## src/rtl/dtmr_pkg.sv

```systemverilog
package dtmr_pkg;

    localparam int NTMR    = 2;
    localparam int DATA_W  = 32;
    localparam int ADDR_W  = 5;
    localparam int DIV_W   = 3;

    // Control word layout (fields decoded by each timer slice)
    localparam int SRC_BIT0    = 11;
    localparam int DIV_LSB0    = 19;
    localparam int STAT_STRIDE = 8;

    // Register byte offsets
    localparam logic [ADDR_W-1:0] A_CTRL = 5'h00;
    localparam logic [ADDR_W-1:0] A_STAT = 5'h04;
    localparam logic [ADDR_W-1:0] A_RLD0 = 5'h10;
    localparam logic [ADDR_W-1:0] A_VAL0 = 5'h14;
    localparam int                A_STEP = 8;

    function automatic logic [DATA_W-1:0] ctrl_mask();
        logic [DATA_W-1:0] m;
        m = '0;
        for (int i = 0; i < NTMR; i++) begin
            m[2*i]            = 1'b1;
            m[2*i+1]          = 1'b1;
            m[SRC_BIT0+i]     = 1'b1;
            for (int b = 0; b < DIV_W; b++)
                m[DIV_LSB0 + DIV_W*i + b] = 1'b1;
        end
        return m;
    endfunction

endpackage

```

## src/rtl/dtmr_presc.sv

```systemverilog
module dtmr_presc #(
    parameter int DIV_W = 3
) (
    input  logic             clk,
    input  logic             rst_n,
    input  logic             en_i,
    input  logic [DIV_W-1:0] div_i,
    output logic             tick_o
);
    localparam int PC_W = (1 << DIV_W) - 1;

    typedef struct packed {
        logic [PC_W-1:0] cnt;
    } psc_st_t;

    psc_st_t st_d, st_q;
    logic [PC_W-1:0] lim;

    always_comb begin
        lim    = ~({PC_W{1'b1}} << div_i);
        tick_o = en_i && (st_q.cnt == lim);
        st_d   = st_q;
        if (!en_i || tick_o)
            st_d.cnt = '0;
        else
            st_d.cnt = st_q.cnt + 1'b1;
    end

    always_ff @(posedge clk or negedge rst_n) begin
        if (!rst_n) st_q <= '0;
        else        st_q <= st_d;
    end

    // a disabled timer leaves its divider count at zero
    a_r9_presc_restart: assert property (@(posedge clk) disable iff (!rst_n)
        !en_i |=> st_q.cnt == '0);

endmodule

```

## src/rtl/dtmr_chan.sv

```systemverilog
module dtmr_chan #(
    parameter int CNT_W = 32
) (
    input  logic             clk,
    input  logic             rst_n,
    input  logic             en_i,
    input  logic             tick_i,
    input  logic             rld_en_i,
    input  logic [CNT_W-1:0] rld_val_i,
    input  logic             wr_i,
    input  logic [CNT_W-1:0] wdata_i,
    output logic [CNT_W-1:0] val_o,
    output logic             expire_o
);
    typedef struct packed {
        logic [CNT_W-1:0] val;
    } chan_st_t;

    chan_st_t st_d, st_q;
    logic     hit;
    logic     at_zero;

    always_comb begin
        hit      = en_i && tick_i && !wr_i;
        at_zero  = (st_q.val == '0);
        expire_o = hit && at_zero;
        st_d     = st_q;
        if (wr_i)
            st_d.val = wdata_i;
        else if (hit) begin
            if (!at_zero)
                st_d.val = st_q.val - CNT_W'(1);
            else if (rld_en_i)
                st_d.val = rld_val_i;
        end
    end

    always_ff @(posedge clk or negedge rst_n) begin
        if (!rst_n) st_q <= '0;
        else        st_q <= st_d;
    end

    assign val_o = st_q.val;

    // a tick at a nonzero value steps down by one
    a_r3_step_down: assert property (@(posedge clk) disable iff (!rst_n)
        en_i && tick_i && !wr_i && st_q.val != '0 |=> st_q.val == $past(st_q.val) - CNT_W'(1));

    // software write wins over a tick in the same cycle
    a_r10_write_wins: assert property (@(posedge clk) disable iff (!rst_n)
        wr_i |=> st_q.val == $past(wdata_i));

endmodule

```

## src/rtl/dual_tmr.sv

```systemverilog
module dual_tmr
    import dtmr_pkg::*;
#(
    parameter int CNT_W = 32
) (
    input  logic              clk,
    input  logic              rst_n,
    input  logic              reg_sel,
    input  logic              reg_wr,
    input  logic [ADDR_W-1:0] reg_addr,
    input  logic [DATA_W-1:0] reg_wdata,
    output logic [DATA_W-1:0] reg_rdata,
    input  logic              ref_tick,
    output logic [NTMR-1:0]   irq
);
    localparam logic [DATA_W-1:0] CTRL_MASK = ctrl_mask();

    typedef struct packed {
        logic [DATA_W-1:0]           ctrl;
        logic [NTMR-1:0]             flag;
        logic [NTMR-1:0][CNT_W-1:0]  rld;
    } top_st_t;

    top_st_t st_d, st_q;

    logic                        wr_ctrl;
    logic                        wr_stat;
    logic [NTMR-1:0]             wr_rld;
    logic [NTMR-1:0]             wr_val;
    logic [NTMR-1:0]             tick;
    logic [NTMR-1:0]             expire;
    logic [NTMR-1:0][CNT_W-1:0]  val;

    assign wr_ctrl = reg_sel && reg_wr && (reg_addr == A_CTRL);
    assign wr_stat = reg_sel && reg_wr && (reg_addr == A_STAT);

    for (genvar i = 0; i < NTMR; i++) begin : g_tmr
        localparam int EN_B  = 2*i;
        localparam int RL_B  = 2*i + 1;
        localparam int SRC_B = SRC_BIT0 + i;
        localparam int DIV_L = DIV_LSB0 + DIV_W*i;
        localparam logic [ADDR_W-1:0] A_RLD = A_RLD0 + ADDR_W'(A_STEP*i);
        localparam logic [ADDR_W-1:0] A_VAL = A_VAL0 + ADDR_W'(A_STEP*i);

        logic psc_tick;

        assign wr_rld[i] = reg_sel && reg_wr && (reg_addr == A_RLD);
        assign wr_val[i] = reg_sel && reg_wr && (reg_addr == A_VAL);

        dtmr_presc #(.DIV_W(DIV_W)) u_psc (
            .clk    (clk),
            .rst_n  (rst_n),
            .en_i   (st_q.ctrl[EN_B]),
            .div_i  (st_q.ctrl[DIV_L +: DIV_W]),
            .tick_o (psc_tick)
        );

        assign tick[i] = st_q.ctrl[SRC_B] ? ref_tick : psc_tick;

        dtmr_chan #(.CNT_W(CNT_W)) u_chan (
            .clk       (clk),
            .rst_n     (rst_n),
            .en_i      (st_q.ctrl[EN_B]),
            .tick_i    (tick[i]),
            .rld_en_i  (st_q.ctrl[RL_B]),
            .rld_val_i (st_q.rld[i]),
            .wr_i      (wr_val[i]),
            .wdata_i   (reg_wdata[CNT_W-1:0]),
            .val_o     (val[i]),
            .expire_o  (expire[i])
        );

        assign irq[i] = st_q.flag[i];

        // expiry always leaves the flag set
        a_r6_flag_on_expire: assert property (@(posedge clk) disable iff (!rst_n)
            expire[i] |=> st_q.flag[i]);

        // one-shot expiry switches the timer off
        a_r4_oneshot_halts: assert property (@(posedge clk) disable iff (!rst_n)
            expire[i] && !st_q.ctrl[RL_B] && !wr_ctrl |=> !st_q.ctrl[EN_B]);

        // periodic expiry refills from the reload register
        a_r5_reload_taken: assert property (@(posedge clk) disable iff (!rst_n)
            expire[i] && st_q.ctrl[RL_B] && !wr_val[i] |=> val[i] == $past(st_q.rld[i]));

        // the interrupt holds until a status write
        a_r7_irq_holds: assert property (@(posedge clk) disable iff (!rst_n)
            irq[i] && !wr_stat |=> irq[i]);
    end

    always_comb begin
        st_d = st_q;
        if (wr_ctrl)
            st_d.ctrl = reg_wdata & CTRL_MASK;
        else begin
            for (int i = 0; i < NTMR; i++)
                if (expire[i] && !st_q.ctrl[2*i+1])
                    st_d.ctrl[2*i] = 1'b0;
        end
        for (int i = 0; i < NTMR; i++) begin
            st_d.flag[i] = (st_q.flag[i] && !(wr_stat && !reg_wdata[STAT_STRIDE*i]))
                           || expire[i];
            if (wr_rld[i])
                st_d.rld[i] = reg_wdata[CNT_W-1:0];
        end
    end

    always_ff @(posedge clk or negedge rst_n) begin
        if (!rst_n) st_q <= '0;
        else        st_q <= st_d;
    end

    always_comb begin
        reg_rdata = '0;
        if (reg_addr == A_CTRL)
            reg_rdata = st_q.ctrl;
        else if (reg_addr == A_STAT) begin
            for (int i = 0; i < NTMR; i++)
                reg_rdata[STAT_STRIDE*i] = st_q.flag[i];
        end else begin
            for (int i = 0; i < NTMR; i++) begin
                if (reg_addr == A_RLD0 + ADDR_W'(A_STEP*i))
                    reg_rdata = DATA_W'(st_q.rld[i]);
                if (reg_addr == A_VAL0 + ADDR_W'(A_STEP*i))
                    reg_rdata = DATA_W'(val[i]);
            end
        end
    end

endmodule

```

## config.mk

```make
export PLATFORM = sky130hd
export DESIGN_NAME = dual_tmr
export DESIGN_NICKNAME = d
export VERILOG_FILES = /design/src/rtl/dtmr_pkg.sv /design/src/rtl/dtmr_presc.sv /design/src/rtl/dtmr_chan.sv /design/src/rtl/dual_tmr.sv
export SDC_FILE = /design/constraint.sdc
export NUM_CORES = 1
export LEC_CHECK = 0
export BUFFER_PORTS_ARGS = -buffer_cell sky130_fd_sc_hd__clkbuf_2
export CAP_MARGIN = 20
export CORE_MARGIN = 1
export CORE_UTILIZATION = 50
export CTS_CLUSTER_SIZE = 12
export DETAILED_ROUTE_END_ITERATION = 7
export PLACE_DENSITY = 0.68
export SLEW_MARGIN = 0
export SYNTH_ARGS = -nofsm -noshare
export SYNTH_HDL_FRONTEND = slang
export SYNTH_SLANG_ARGS = --single-unit
```

## constraint.sdc

```tcl
create_clock -name clk -period 3.7 [get_ports clk]
set_clock_uncertainty 0.05 [all_clocks]
set_input_delay 0.37 -clock clk [delete_from_list [all_inputs] [get_ports clk]]
set_output_delay 0.37 -clock clk [all_outputs]
set_load 0.02 [all_outputs]
```

---- Word-level counts from Yosys, hierarchy flattened ----
Index checks and enable logic that the tools add are counted.
W data, S select, Z words.
storage, ports and cells
  register bits after elaboration ......... 156
  input bits .............................. 42
  output and inout port bits .............. 34
  word-level logic and storage cells ...... 96
cells by class
  add/sub/neg operators ................... 4
  equal/unequal tests ..................... 9
  shift-type cells ........................ 2
  mux-type cells .......................... 25
  bitwise logic cells ..................... 2
  reduce and logical (&&, ||, !) cells .... 44
operator list
  kind                     number
  $mux W32                 13
  $logic_not A32 Y1        2
  $sub A32 B1 Y32 const B  2
  $mux W23                 1
  $logic_and A1 B1 Y1      21
  $mux W7                  3
  $eq A5 B5 Y1 const B     4
  $add A7 B1 Y7 const B    2
  $eq A7 B7 Y1             2
  $not A7 Y7               2
  $shl A7 B3 Y7 const A    2
  $logic_not A1 Y1         10
  $mux W1                  8
  $reduce_bool A2 Y1       4
  $ne A3 B2 Y1 const B     2
  $eq A5 B3 Y1 const B     1
  $logic_not A5 Y1         1
  $logic_or A1 B1 Y1       4
  $reduce_and A2 Y1        2

---- Longest topological paths before layout ----
Gate-level depths: netlist of run 1.
  depth in word-level cells ............... 11
  depth in mapped cells ................... 11
  gate-level depth less buffers ........... 9

---- Modules after synthesis ----
From an unflattened synthesis of run 1, not the netlist that was laid out.
unflattened totals
  cell total of the unflattened synthesis .. 1,146
  area total of the unflattened synthesis .. 10,820.4 um^2
modules (own cells, without submodules)
  module                        instances  cells each  area an instance (um^2)
  dual_tmr                      1          395         4,435.5
  dtmr_chan at g_tmr[0].u_chan  1          318         2,700.1
  dtmr_chan at g_tmr[1].u_chan  1          341         2,678.8
  dtmr_presc                    2          46          503.0

---- Worst setup path after synthesis of run 1 ----
No wires, ideal clock.
  path kind ............................... register to register
  start point ............................. register g_tmr[1].u_chan.st_q, in the netlist g_tmr[1].u_chan.val_o[6]
  end point ............................... register g_tmr[1].u_chan.st_q, in the netlist g_tmr[1].u_chan.val_o[12]
  library setup time ...................... 0.125 ns
  arrival ................................. 2.353 ns
  data required time ...................... 3.525 ns
  setup slack ............................. 1.172 ns
  stages on the path, launching flop included .. 10
  buffers on the path ..................... 2
  clock period less this slack ............ 2.528 ns
  cell sequence ........................... dfrtp_1 > buf_2 > or4_1 > nor3_2 > and4_1 > inv_2 > nor2_4 > o21ai_4 > buf_6 > mux2_4
between the ends
  cells in the longest elaborated chain, start to end .. 4
ends and longest elaborated chain
  what                                                         line                              text
  from (decl)                                                  dtmr_chan.sv:19                   chan_st_t st_d, st_q;
  from (signal assigned)                                       dtmr_chan.sv:40                   else st_q <= st_d;
  $sub A32 B1 Y32 / $logic_not A32 Y1 (equally long branches)  dtmr_chan.sv:32, dtmr_chan.sv:25
  $mux W32                                                     dtmr_chan.sv:31                   if (!at_zero)
  $mux W32                                                     dtmr_chan.sv:30                   else if (hit) begin
  $mux W32                                                     dtmr_chan.sv:28                   if (wr_i)
Several ways; a longest one is shown, not always the timed one. The select of a mux whose other input is x is not followed.
A chain may end at the register's enable or synchronous reset.

---- Worst setup path after layout of run 1 ----
  start point ............................. register g_tmr[0].u_chan.st_q, in the netlist g_tmr[0].u_chan.val_o[22]
  end point ............................... register g_tmr[0].u_chan.st_q, in the netlist g_tmr[0].u_chan.val_o[21]
between the ends
  cells in the longest elaborated chain, start to end .. 4
ends and longest elaborated chain
  what                    line             text
  from (decl)             dtmr_chan.sv:19
  from (signal assigned)  dtmr_chan.sv:40
  $logic_not A32 Y1 *     dtmr_chan.sv:25  at_zero = (st_q.val == '0);
  $mux W32                dtmr_chan.sv:31
  $mux W32                dtmr_chan.sv:30
  $mux W32                dtmr_chan.sv:28
Mark *: on every way between the ends. The rest lies on a longest branch, timed or not. The select of a mux whose other input is x is not followed.

==> impl_metrics.csv, run 1 <==
group,metric,value,unit
place,dp_hpwl,22.7,mm
logic_synthesis,yosysUniqueCellTypes,74,
logic_synthesis,synth_nets,1163,
power,power.static_leakage,4.86,nW
floorplanning,fp.dieW,143,um
hold_path,min_path_type,"input port to flop",
detailed_routing,drc,0,
detailed_routing,drt_iter0_drc,919,
worst_setup_path,cp.required,3.97,ns
clock_network,cts_sinks,156,
worst_setup_path,crit_start,"g_tmr[0].u_chan.val_o[22]",
sta,relSlewSlack,43.2,%
layout,layout.nets,1210,
logic_synthesis,synth_area_leaders,"dfrtp_1 39%, mux2_2 8.4%, nand2_1 4.6%",
floorplanning,start_util,51.0,%
floorplanning,fp-row-count,51,
layout,final_layout_size_suffix_gt1_share,21.3,%
worst_setup_path,rr_startpoint,"g_tmr[0].u_chan.val_o[22]",
clock_network,clock_latency,0.43,ns
place,place_area,10600,um2
worst_setup_path,r2r-end,"g_tmr[0].u_chan.val_o[21]",
place,gp_congestion,0.897,
grt,grt_pass1_wl,49.8,mm
logic_synthesis,synth-edff-count,0,
place,place_ws,0.719,ns
layout,fillerInstances,1777,
power,power.density,510,nW/um2
sta,finalSetupTns,0,ns
layout,antennaDiodeCount,0,
worst_setup_path,cp.arrival,3.33,ns
worst_setup_path,cp_max_fo,24,
clock_network,cts_tree,"built",
logic_synthesis,synth_ff_type,"dfrtp_1",
detailed_routing,ant_nets,0,
logic_synthesis,synth_top_area_share,39.3,%
logic_synthesis,yosysSeqAreaShare,39.3,%
sta,period_minus_slack,3.06,ns
worst_setup_path,reg2reg_slack,0.64,ns
logic_synthesis,synth_top_area_cell,"dfrtp_1",
logic_synthesis,async_flop_share,100,%
floorplanning,ios,76,
sta,grt_setup_unrepaired,"false",
clock_network,clkSlewWorstSetupHoldPaths,0.07,ns
worst_setup_path,setup.worst_path.end_class,"flop",
sta,fin_ws,0.639,ns
detailed_routing,routedWlPerCell,21.9,um
logic_synthesis,synth_seq_cells,156,
logic_synthesis,synth.most_common_cell,"dfrtp_1",
grt,grt_pass1_vias,8677,
clock_network,cts_root_buffer,"clkbuf_16",
worst_setup_path,critPathLaunchType,"flop",
logic_synthesis,syn_avg_cell_area,8.91,um2
worst_setup_path,endpoint,"g_tmr[0].u_chan.val_o[21]",
place,io_buffer_count,75,
logic_synthesis,yosysWarnings,0,
sta,fin_crit_sh,82.7,%
sta,drv_slew,0,
layout,final_area,11200,um2
worst_setup_path,reg2regPathDepth,7,
logic_synthesis,syn_area,9930,um2
sta,finalSetupViolations,0,
floorplanning,design.core.area,19500,um2
sta,fmax,327,MHz
floorplanning,die_h,143,um
flow_run,maxCapViolations,0,
grt,antenna_found_initial,0,
clock_network,h-tree-depth,4,
grt,grt_max_degree,71,
status,status,"finished clean",
detailed_routing,via_per_inst,6.43,
sta,hold_viol,0,
detailed_routing,vias,9254,
sta,tightest_slew,0.849,ns
logic_synthesis,yosys-top-cells-count,"156 x dfrtp_1, 122 x nand2_1, 105 x nor2_1",
logic_synthesis,synth_cells,1115,
power,ir_drop,379,uV
grt,grt.total_usage,32.6,%
clock_network,cts_resized,0,
detailed_routing,drtPass1Iterations,5,
hold_path,worstHoldStart,"reg_wdata[5]",
grt,grt_overflow,0,
detailed_routing,wl,31.6,mm
floorplanning,die-area,20400,um2
worst_setup_path,critPathKind,"flop to flop",
clock_network,cts_inserted_buffers,17,
clock_network,cts_buffer_depth,2,
layout,area_growth,13.0,%
==> worst min path at each step <==
stage / cells after the start / end / slack [ns]
floorplan: 0 / g_tmr[0].u_chan.val_o[0] / 0.02
global placement: 1 / g_tmr[1].u_psc.st_q[4] / 0.38
detailed placement: 1 / g_tmr[1].u_psc.st_q[4] / 0.38
CTS: 3 / g_tmr[1].u_chan.val_o[18] / 0.17
global route: 2 / st_q[5] / 0.19
finish: 2 / st_q[37] / 0.18
==> metrics by stage <==
| step | instances | power, mW | utilization (%) | hold WS [ns] |
|---|---|---|---|---|
| after floorplan | 1115 | 3.40 | - | 0.0244 |
| final | 1440 | 5.72 | 57.7 | 0.184 |
| after global placement | 1407 | 3.86 | 54.5 | 0.383 |
| after global routing | 1440 | 6.00 | 57.7 | 0.187 |
| after detailed placement | 1407 | 3.90 | 54.5 | 0.381 |
| after CTS | 1440 | 5.72 | 57.7 | 0.172 |
==> logic make-up after synthesis <==
family | count (synthesis) | share of synthesized area, %
simple gates | 386 | 19.2
compound gates | 309 | 19.8
flops | 156 | 39.3
mux | 126 | 13.8
buf+inv | 101 | 4.46
xor+xnor | 31 | 2.73
fa+ha+maj | 6 | 0.756
==> state kept, by name, indices dropped and copies added (netlist names) <==
register / count
g_tmr.u_chan.val_o: 64
g_tmr.u_psc.st_q: 14
irq: 2
st_q: 76
==> report_power, final <==
| group | internal (mW) | switching, mW |
|---|---|---|
| Clock | 1.05 | 0.757 |
| Combinational | 0.637 | 0.837 |
| Sequential | 2.00 | 0.442 |
==> layout make-up <==
class	count	area (um2)	area share, %
sequential	156	3900	34.8
inverter	17	63.8	0.569
multi-input combinational	858	5630	50.2
clock buffer	20	467	4.16
tap	265	332	2.95
timing repair buffer	112	687	6.12
clock inverter	12	138	1.23
==> worst max-delay path, stage by stage, from the launching register on <==
cell and delay, ns:
dfrtp_1 0.44, or4_1 0.63, nor4_2 0.43, nand4_1 0.38, nor2_1 0.30, o21ai_4 0.20
buf_12 0.24, mux2_2 0.27
==> placed cells by master (no fill, tap or decap), types with 13 or more instances in the layout <==
cell type,n
nand4_1,13
buf_4,34
clkbuf_2,73
a211oi_1,13
inv_1,16
nand3_1,30
o22ai_1,33
a21oi_1,90
xnor2_1,14
dfrtp_1,156
xor2_1,17
mux2_2,74
nand2_1,122
nor3_1,23
or3_1,13
nor4_1,17
a31oi_1,23
o21ai_0,61
mux2i_1,45
nor2_1,101
clkbuf_16,17
==> metal layers <==
metal	GRT usage, %	vias to the layer above	wire, um
li1	-	4225	-
met1	44.1	4521	13800
met2	49.9	414	14000
met3	4.80	94	2150
met4	18.1	0	1710
met5	0	-	0
==> timing repair <==
action / 4_1_cts / 5_1_grt
hold buffers: 1 / 0
setup buffers: 0 / 0
endpoints found under the hold margin: 68 / 0
No activity file was read; power rests on OpenSTA's default activity.
==> run 2, diff against run 1 <==
--- a/config.mk
+++ b/config.mk
@@ -11,7 +11,7 @@
 export CORE_UTILIZATION = 50
 export CTS_CLUSTER_SIZE = 12
 export DETAILED_ROUTE_END_ITERATION = 7
-export PLACE_DENSITY = 0.68
+export PLACE_DENSITY = 0.71
 export SLEW_MARGIN = 0
 export SYNTH_ARGS = -nofsm -noshare
 export SYNTH_HDL_FRONTEND = slang
==> constraint.sdc (replaced) <==
create_clock -name clk -period 2.6 [get_ports clk]
set_clock_uncertainty 0.05 [all_clocks]
set_input_delay 0.26 -clock clk [delete_from_list [all_inputs] [get_ports clk]]
set_output_delay 0.26 -clock clk [all_outputs]
set_load 0.02 [all_outputs]
==> run 2 against run 1 <==
  * First-iteration DRC count grew 24%
  * Sequential power grew 34%
  * Combinational power rose by 100%
  * Count of clock-buffer cells in the layout stayed put
  * Via count rose by 7.1%
  * Total power rose by 51%
  * Critical path type unchanged
  * Highest routed layer unchanged
==> impl_metrics.csv, run 2 (same netlist as run 1, synthesis figures left out) <==
group,metric,value,unit
worst_setup_path,critPathKind,"flop to flop",
sta,drv_slew,0,
worst_setup_path,setup.worst_path.end_class,"flop",
detailed_routing,vias,9907,
detailed_routing,wl,33.3,mm
floorplanning,design.core.area,19500,um2
detailed_routing,via_per_inst,6.42,
worst_setup_path,slowest_stage,"or4_4",
grt,gr-usage-met2,52.2,%
place,io_buffer_count,75,
detailed_routing,ant_nets,0,
grt,grt_pass1_wl,51.0,mm
place,dp_hpwl,23.4,mm
grt,antenna_found_initial,0,
layout,fin_util,62.8,%
clock_network,cts_sinks,156,
sta,fin_crit_sh,99.9,%
clock_network,cts_inserted_buffers,17,
grt,met3_usage,5.90,%
detailed_routing,drtPass1Iterations,6,
detailed_routing,drc,0,
layout,largest_reg_flops,76,
worst_setup_path,cp_common_cell,"or3_4",
layout,antennaDiodeCount,0,
status,status,"finished clean",
floorplanning,fp-row-count,51,
sta,fmax,385,MHz
detailed_routing,routedWlPerCell,21.6,um
grt,grt_pass1_vias,9248,
layout,final_layout_size_suffix_gt1_share,29.1,%
worst_setup_path,critPathTopFamily,"simple AND/OR/NAND/NOR gates",
floorplanning,ios,76,
sta,period_minus_slack,2.60,ns
layout,layout.nets,1312,
clock_network,h-tree-depth,4,
clock_network,clock_latency,0.43,ns
clock_network,cts_buffer_depth,2,
flow_run,maxCapViolations,0,
hold_path,min_path_type,"input port to flop",
clock_network,clkSlewWorstSetupHoldPaths,0.06,ns
worst_setup_path,critPathLaunchType,"flop",
layout,regArea,3910,um2
layout,layout_commonest_cell,"dfrtp_1",
power,power.static_leakage,5.43,nW
sta,tightest_slew,0.593,ns
place,gp_congestion,0.964,
worst_setup_path,cp.arrival,2.89,ns
layout,regMostFlops,"st_q",
detailed_routing,drt_iter0_drc,1140,
sta,fin_ws,0.00208,ns
sta,relSlewSlack,60.4,%
sta,finalSetupViolations,0,
worst_setup_path,cp.required,2.89,ns
layout,area_growth,23.0,%
worst_setup_path,cp_num_buf_inv,0,
power,power.density,706,nW/um2
grt,grt_max_degree,66,
floorplanning,start_util,51.0,%
power,ir_drop,462,uV
sta,hold_ws,0.0601,ns
grt,grt.total_usage,33.2,%
sta,hold_viol,0,
layout,fillerInstances,1610,
grt,grt.met1_usage,43.8,%
floorplanning,fp.dieW,143,um
sta,grt_setup_unrepaired,"true",
worst_setup_path,reg2reg_slack,0.002,ns
grt,grt_overflow,0,
layout,final_cell_mix,"154 x dfrtp_1, 122 x buf_4, 121 x nand2_1, 99 x nor2_1, 90 x a21oi_1",
worst_setup_path,path_cells,"or4_4, or3_4, or3_4, or4_1, nand2_1, a211oi_1, a211oi_2",
floorplanning,die-area,20400,um2
clock_network,cts_tree,"built",
layout,multi_input_area,5740,um2
place,place_ws,-0.123,ns
worst_setup_path,cp_max_fo,4,
worst_setup_path,slowest_delay,0.57,ns
floorplanning,die_h,143,um
clock_network,cts_root_buffer,"clkbuf_16",
grt,top_usage_layer,"met2",
run 2: layout make-up:
type | count | share of cell area, %
Timing Repair Buffer | 214 | 13.3
Clock buffer | 20 | 3.74
Multi-Input combinational cell | 858 | 47.0
Tap cell | 265 | 2.71
Inverter | 17 | 0.522
Sequential cell | 156 | 32.0
Clock inverter | 12 | 0.789
run 2: worst reg2reg max path: stages (launching register included):
cell and delay (ns):
dfrtp_1 0.38, or4_4 0.57, or3_4 0.39, or3_4 0.36
or4_1 0.42, nand2_1 0.11, a211oi_1 0.09, a211oi_2 0.15
run 2: routing by layer:
layer / part of all wire (%) / routed length (um)
met3: 8.9 / 2970
met2: 45 / 15100
met5: 0 / 0
met4: 4.8 / 1590
met1: 41 / 13600
run 2: path summary, 6_finish.rpt:
kind	from	end	cells past startpoint
min in group asynchronous	rst_n	g_tmr[1].u_psc.st_q[3]	2
hold reg to reg	st_q[41]	st_q[41]	1
hold / removal	reg_wdata[18]	g_tmr[1].u_chan.val_o[18]	3
max in group asynchronous	rst_n	st_q[78]	3
setup reg to reg	g_tmr[1].u_chan.val_o[17]	g_tmr[1].u_chan.val_o[23]	7
setup / recovery	g_tmr[1].u_chan.val_o[17]	g_tmr[1].u_chan.val_o[23]	7
run 2: report_power, final:
part,switching (mW),internal [mW]
combinational,1.59,1.37
clock,1.05,1.36
sequential,0.415,2.84
total,3.06,5.57
run 2: per-stage QoR:
stage	cells	TNS (ns)	instance area [um2]	power, mW
floorplan	1115	0	9930	4.84
global placement	1495	-0.242	11300	5.91
detailed placement	1495	-1.10	11300	5.99
CTS	1532	0	11900	8.41
global route	1542	-0.605	12200	9.03
finish	1542	0	12200	8.62
run 2: timing repair:
item	in CTS	in global routing
hold buffers	1	0
endpoints found under the setup margin	16	61
gates resized for setup	3	29
gates cloned	0	4
pin swaps	2	7
setup buffers	4	6
endpoints found under the hold margin	51	0
==> run 3, diff against run 2 <==
==> constraint.sdc (replaced) <==
create_clock -name clk -period 2.6 [get_ports clk]
set_clock_uncertainty 0.05 [all_clocks]
set_input_delay 0.52 -clock clk [delete_from_list [all_inputs] [get_ports clk]]
set_output_delay 0.52 -clock clk [all_outputs]
set_load 0.02 [all_outputs]
==> run 3 against run 2 <==
  * The run now ends with hold timing left
  * Maximum frequency increased by 1.0%
  * Sequential power about the same
  * Via count increased by 0.51%
  * Sequential share of layout area down 0.77 points
  * Critical path depth rose by 1
  * Register-to-register slack improved by 0.03 ns
  * Hold slack got worse by 0.079 ns
  * Flip-flop and latch count unchanged
  * Largest cell class unchanged
  * Critical endpoint is now g_tmr[0].u_chan.val_o[14]
  * Worst setup slack gained 0.027 ns
  * Final area grew 2.5%
  * First-iteration DRC count increased by 16%
==> impl_metrics.csv, run 3 (same netlist as run 1, synthesis figures left out) <==
group,metric,value,unit
sta,fin_crit_sh,98.9,%
detailed_routing,wl,34.2,mm
grt,antenna_found_initial,1,
layout,area_growth,26.1,%
floorplanning,start_util,51.0,%
status,violations,"hold timing",
detailed_routing,drt_iter0_drc,1318,
grt,grt.total_usage,33.9,%
sta,fmax,389,MHz
layout,final_layout_size_suffix_gt1_share,32.1,%
sta,tightest_slew,0.885,ns
detailed_routing,ant_nets,0,
place,dp_hpwl,23.8,mm
power,seqPwrFrac,36.7,%
sta,hold_viol,10,
worst_setup_path,critPathLaunchType,"flop",
grt,grt_pass1_vias,9257,
detailed_routing,drc,0,
power,p_comb_share,33.9,%
sta,grt_setup_unrepaired,"true",
floorplanning,fp.dieW,143,um
sta,finalSetupViolations,0,
layout,regMostFlops,"st_q",
sta,relSlewSlack,40.8,%
layout,layout_commonest_cell,"dfrtp_1",
floorplanning,die-area,20400,um2
sta,drv_slew,0,
clock_network,cts_root_buffer,"clkbuf_16",
grt,grt_max_degree,51,
clock_network,cts_tree,"built",
detailed_routing,met1_length,13.5,mm
hold_path,min_path_type,"input port to async pin",
clock_network,cts_hold_buf,0,
grt,grt_overflow,0,
power,clockPowerShare,29.4,%
floorplanning,design.core.area,19500,um2
worst_setup_path,cp.required,2.88,ns
detailed_routing,drtPass1Iterations,7,
detailed_routing,vias,9958,
power,swShare,35.0,%
power,power.density,715,nW/um2
layout,final_cell_mix,"153 x dfrtp_1, 122 x buf_4, 119 x nand2_1, 90 x nor2_1, 80 x a21oi_1",
sta,hold_ws,-0.0194,ns
layout,largest_reg_flops,76,
worst_setup_path,setup.worst_path.end_class,"flop",
status,status,"complete, but fails checks",
clock_network,cts_buffer_depth,2,
worst_setup_path,cp_max_fo,8,
detailed_routing,met3_length,3.05,mm
power,p_sw,3.13,mW
floorplanning,fp-row-count,51,
clock_network,h-tree-depth,4,
clock_network,clkSlewWorstSetupHoldPaths,0.07,ns
clock_network,clock_latency,0.44,ns
detailed_routing,routedWlPerCell,22.1,um
floorplanning,die_h,143,um
power,power.static_leakage,5.52,nW
worst_setup_path,cp.arrival,2.85,ns
sta,period_minus_slack,2.57,ns
detailed_routing,top_layer,"met4",
grt,grt_pass1_wl,51.9,mm
clock_network,cts_inserted_buffers,17,
floorplanning,ios,76,
worst_setup_path,critPathKind,"flop to flop",
place,io_buffer_count,75,
place,gp_congestion,0.936,
layout,layout.nets,1317,
power,total_power,8.95,mW
detailed_routing,via_per_inst,6.43,
power,ir_drop,508,uV
clock_network,cts_sinks,156,
detailed_routing,wl_met2,15.9,mm
flow_run,maxCapViolations,0,
power,p_int,5.82,mW
-- run 3: final timing paths --
check                      cells past startpoint     startpoint                         to  slack (ns)
min in group clk                               3  reg_wdata[26]  g_tmr[0].u_chan.val_o[26]        0.32
max in group asynchronous                      2          rst_n  g_tmr[0].u_chan.val_o[24]        1.86
hold reg to reg                                1       st_q[42]                   st_q[42]        0.48
setup / recovery                               8       st_q[85]  g_tmr[0].u_chan.val_o[14]        0.03
hold / removal                                 1          rst_n                   st_q[60]       -0.02
setup reg to reg                               8       st_q[85]  g_tmr[0].u_chan.val_o[14]        0.03
-- run 3: area by class of cell --
| type | instances | area [um2] |
|---|---|---|
| clock buffers | 22 | 474 |
| fillers | 1616 | 6940 |
| flip-flops and latches | 156 | 3910 |
| repair buffers | 219 | 1720 |
| diodes | 1 | 2.50 |
| multi-input cells | 858 | 5880 |
| clock inverters | 10 | 139 |
| well taps | 265 | 332 |
| inverters | 17 | 63.8 |
-- run 3: what timing repair did --
action,in CTS,in global routing
gates resized for setup,3,68
setup buffers,2,20
cloned,0,4
endpoints found under the setup margin,2,59
pin swaps,2,16
-- run 3: critical path, stage by stage, from the launching register on --
cell     delay, ns
dfrtp_1       0.37
or2_1         0.24
or4_1         0.41
a32o_2        0.28
o31a_1        0.34
o21ai_4       0.25
buf_12        0.19
o21ai_1       0.08
a22o_1        0.23
-- run 3: power by group through the flow --
stage | logic, mW | clock network [mW] | registers (mW)
2_1_floorplan | 1.64 | 0 | 3.21
3_3_place_gp | 2.65 | 0 | 3.27
3_5_place_dp | 2.71 | 0 | 3.28
4_1_cts | 2.76 | 2.64 | 3.25
5_1_grt | 3.24 | 2.75 | 3.33
6_report | 3.03 | 2.63 | 3.28
-- run 3: metrics by stage --
step                      util, %  setup slack, ns  cells  TNS [ns]  instance area, um2
final                        64.3           0.0289   1548         0               12500
after global routing         64.3          -0.0677   1547    -0.995               12500
after CTS                    61.8          0.00109   1523         0               12000
after detailed placement     58.5          -0.0151   1489   -0.0151               11400
after global placement       58.5          -0.0202   1489   -0.0202               11400
after floorplan                 -         -0.00277   1115  -0.00277                9960
-- run 3: routing by layer --
metal,vias up,global-route usage (%)
met2,602,53.3
met3,117,6.30
met5,-,0
met4,0,16.7
li1,4448,-
met1,4791,44.9
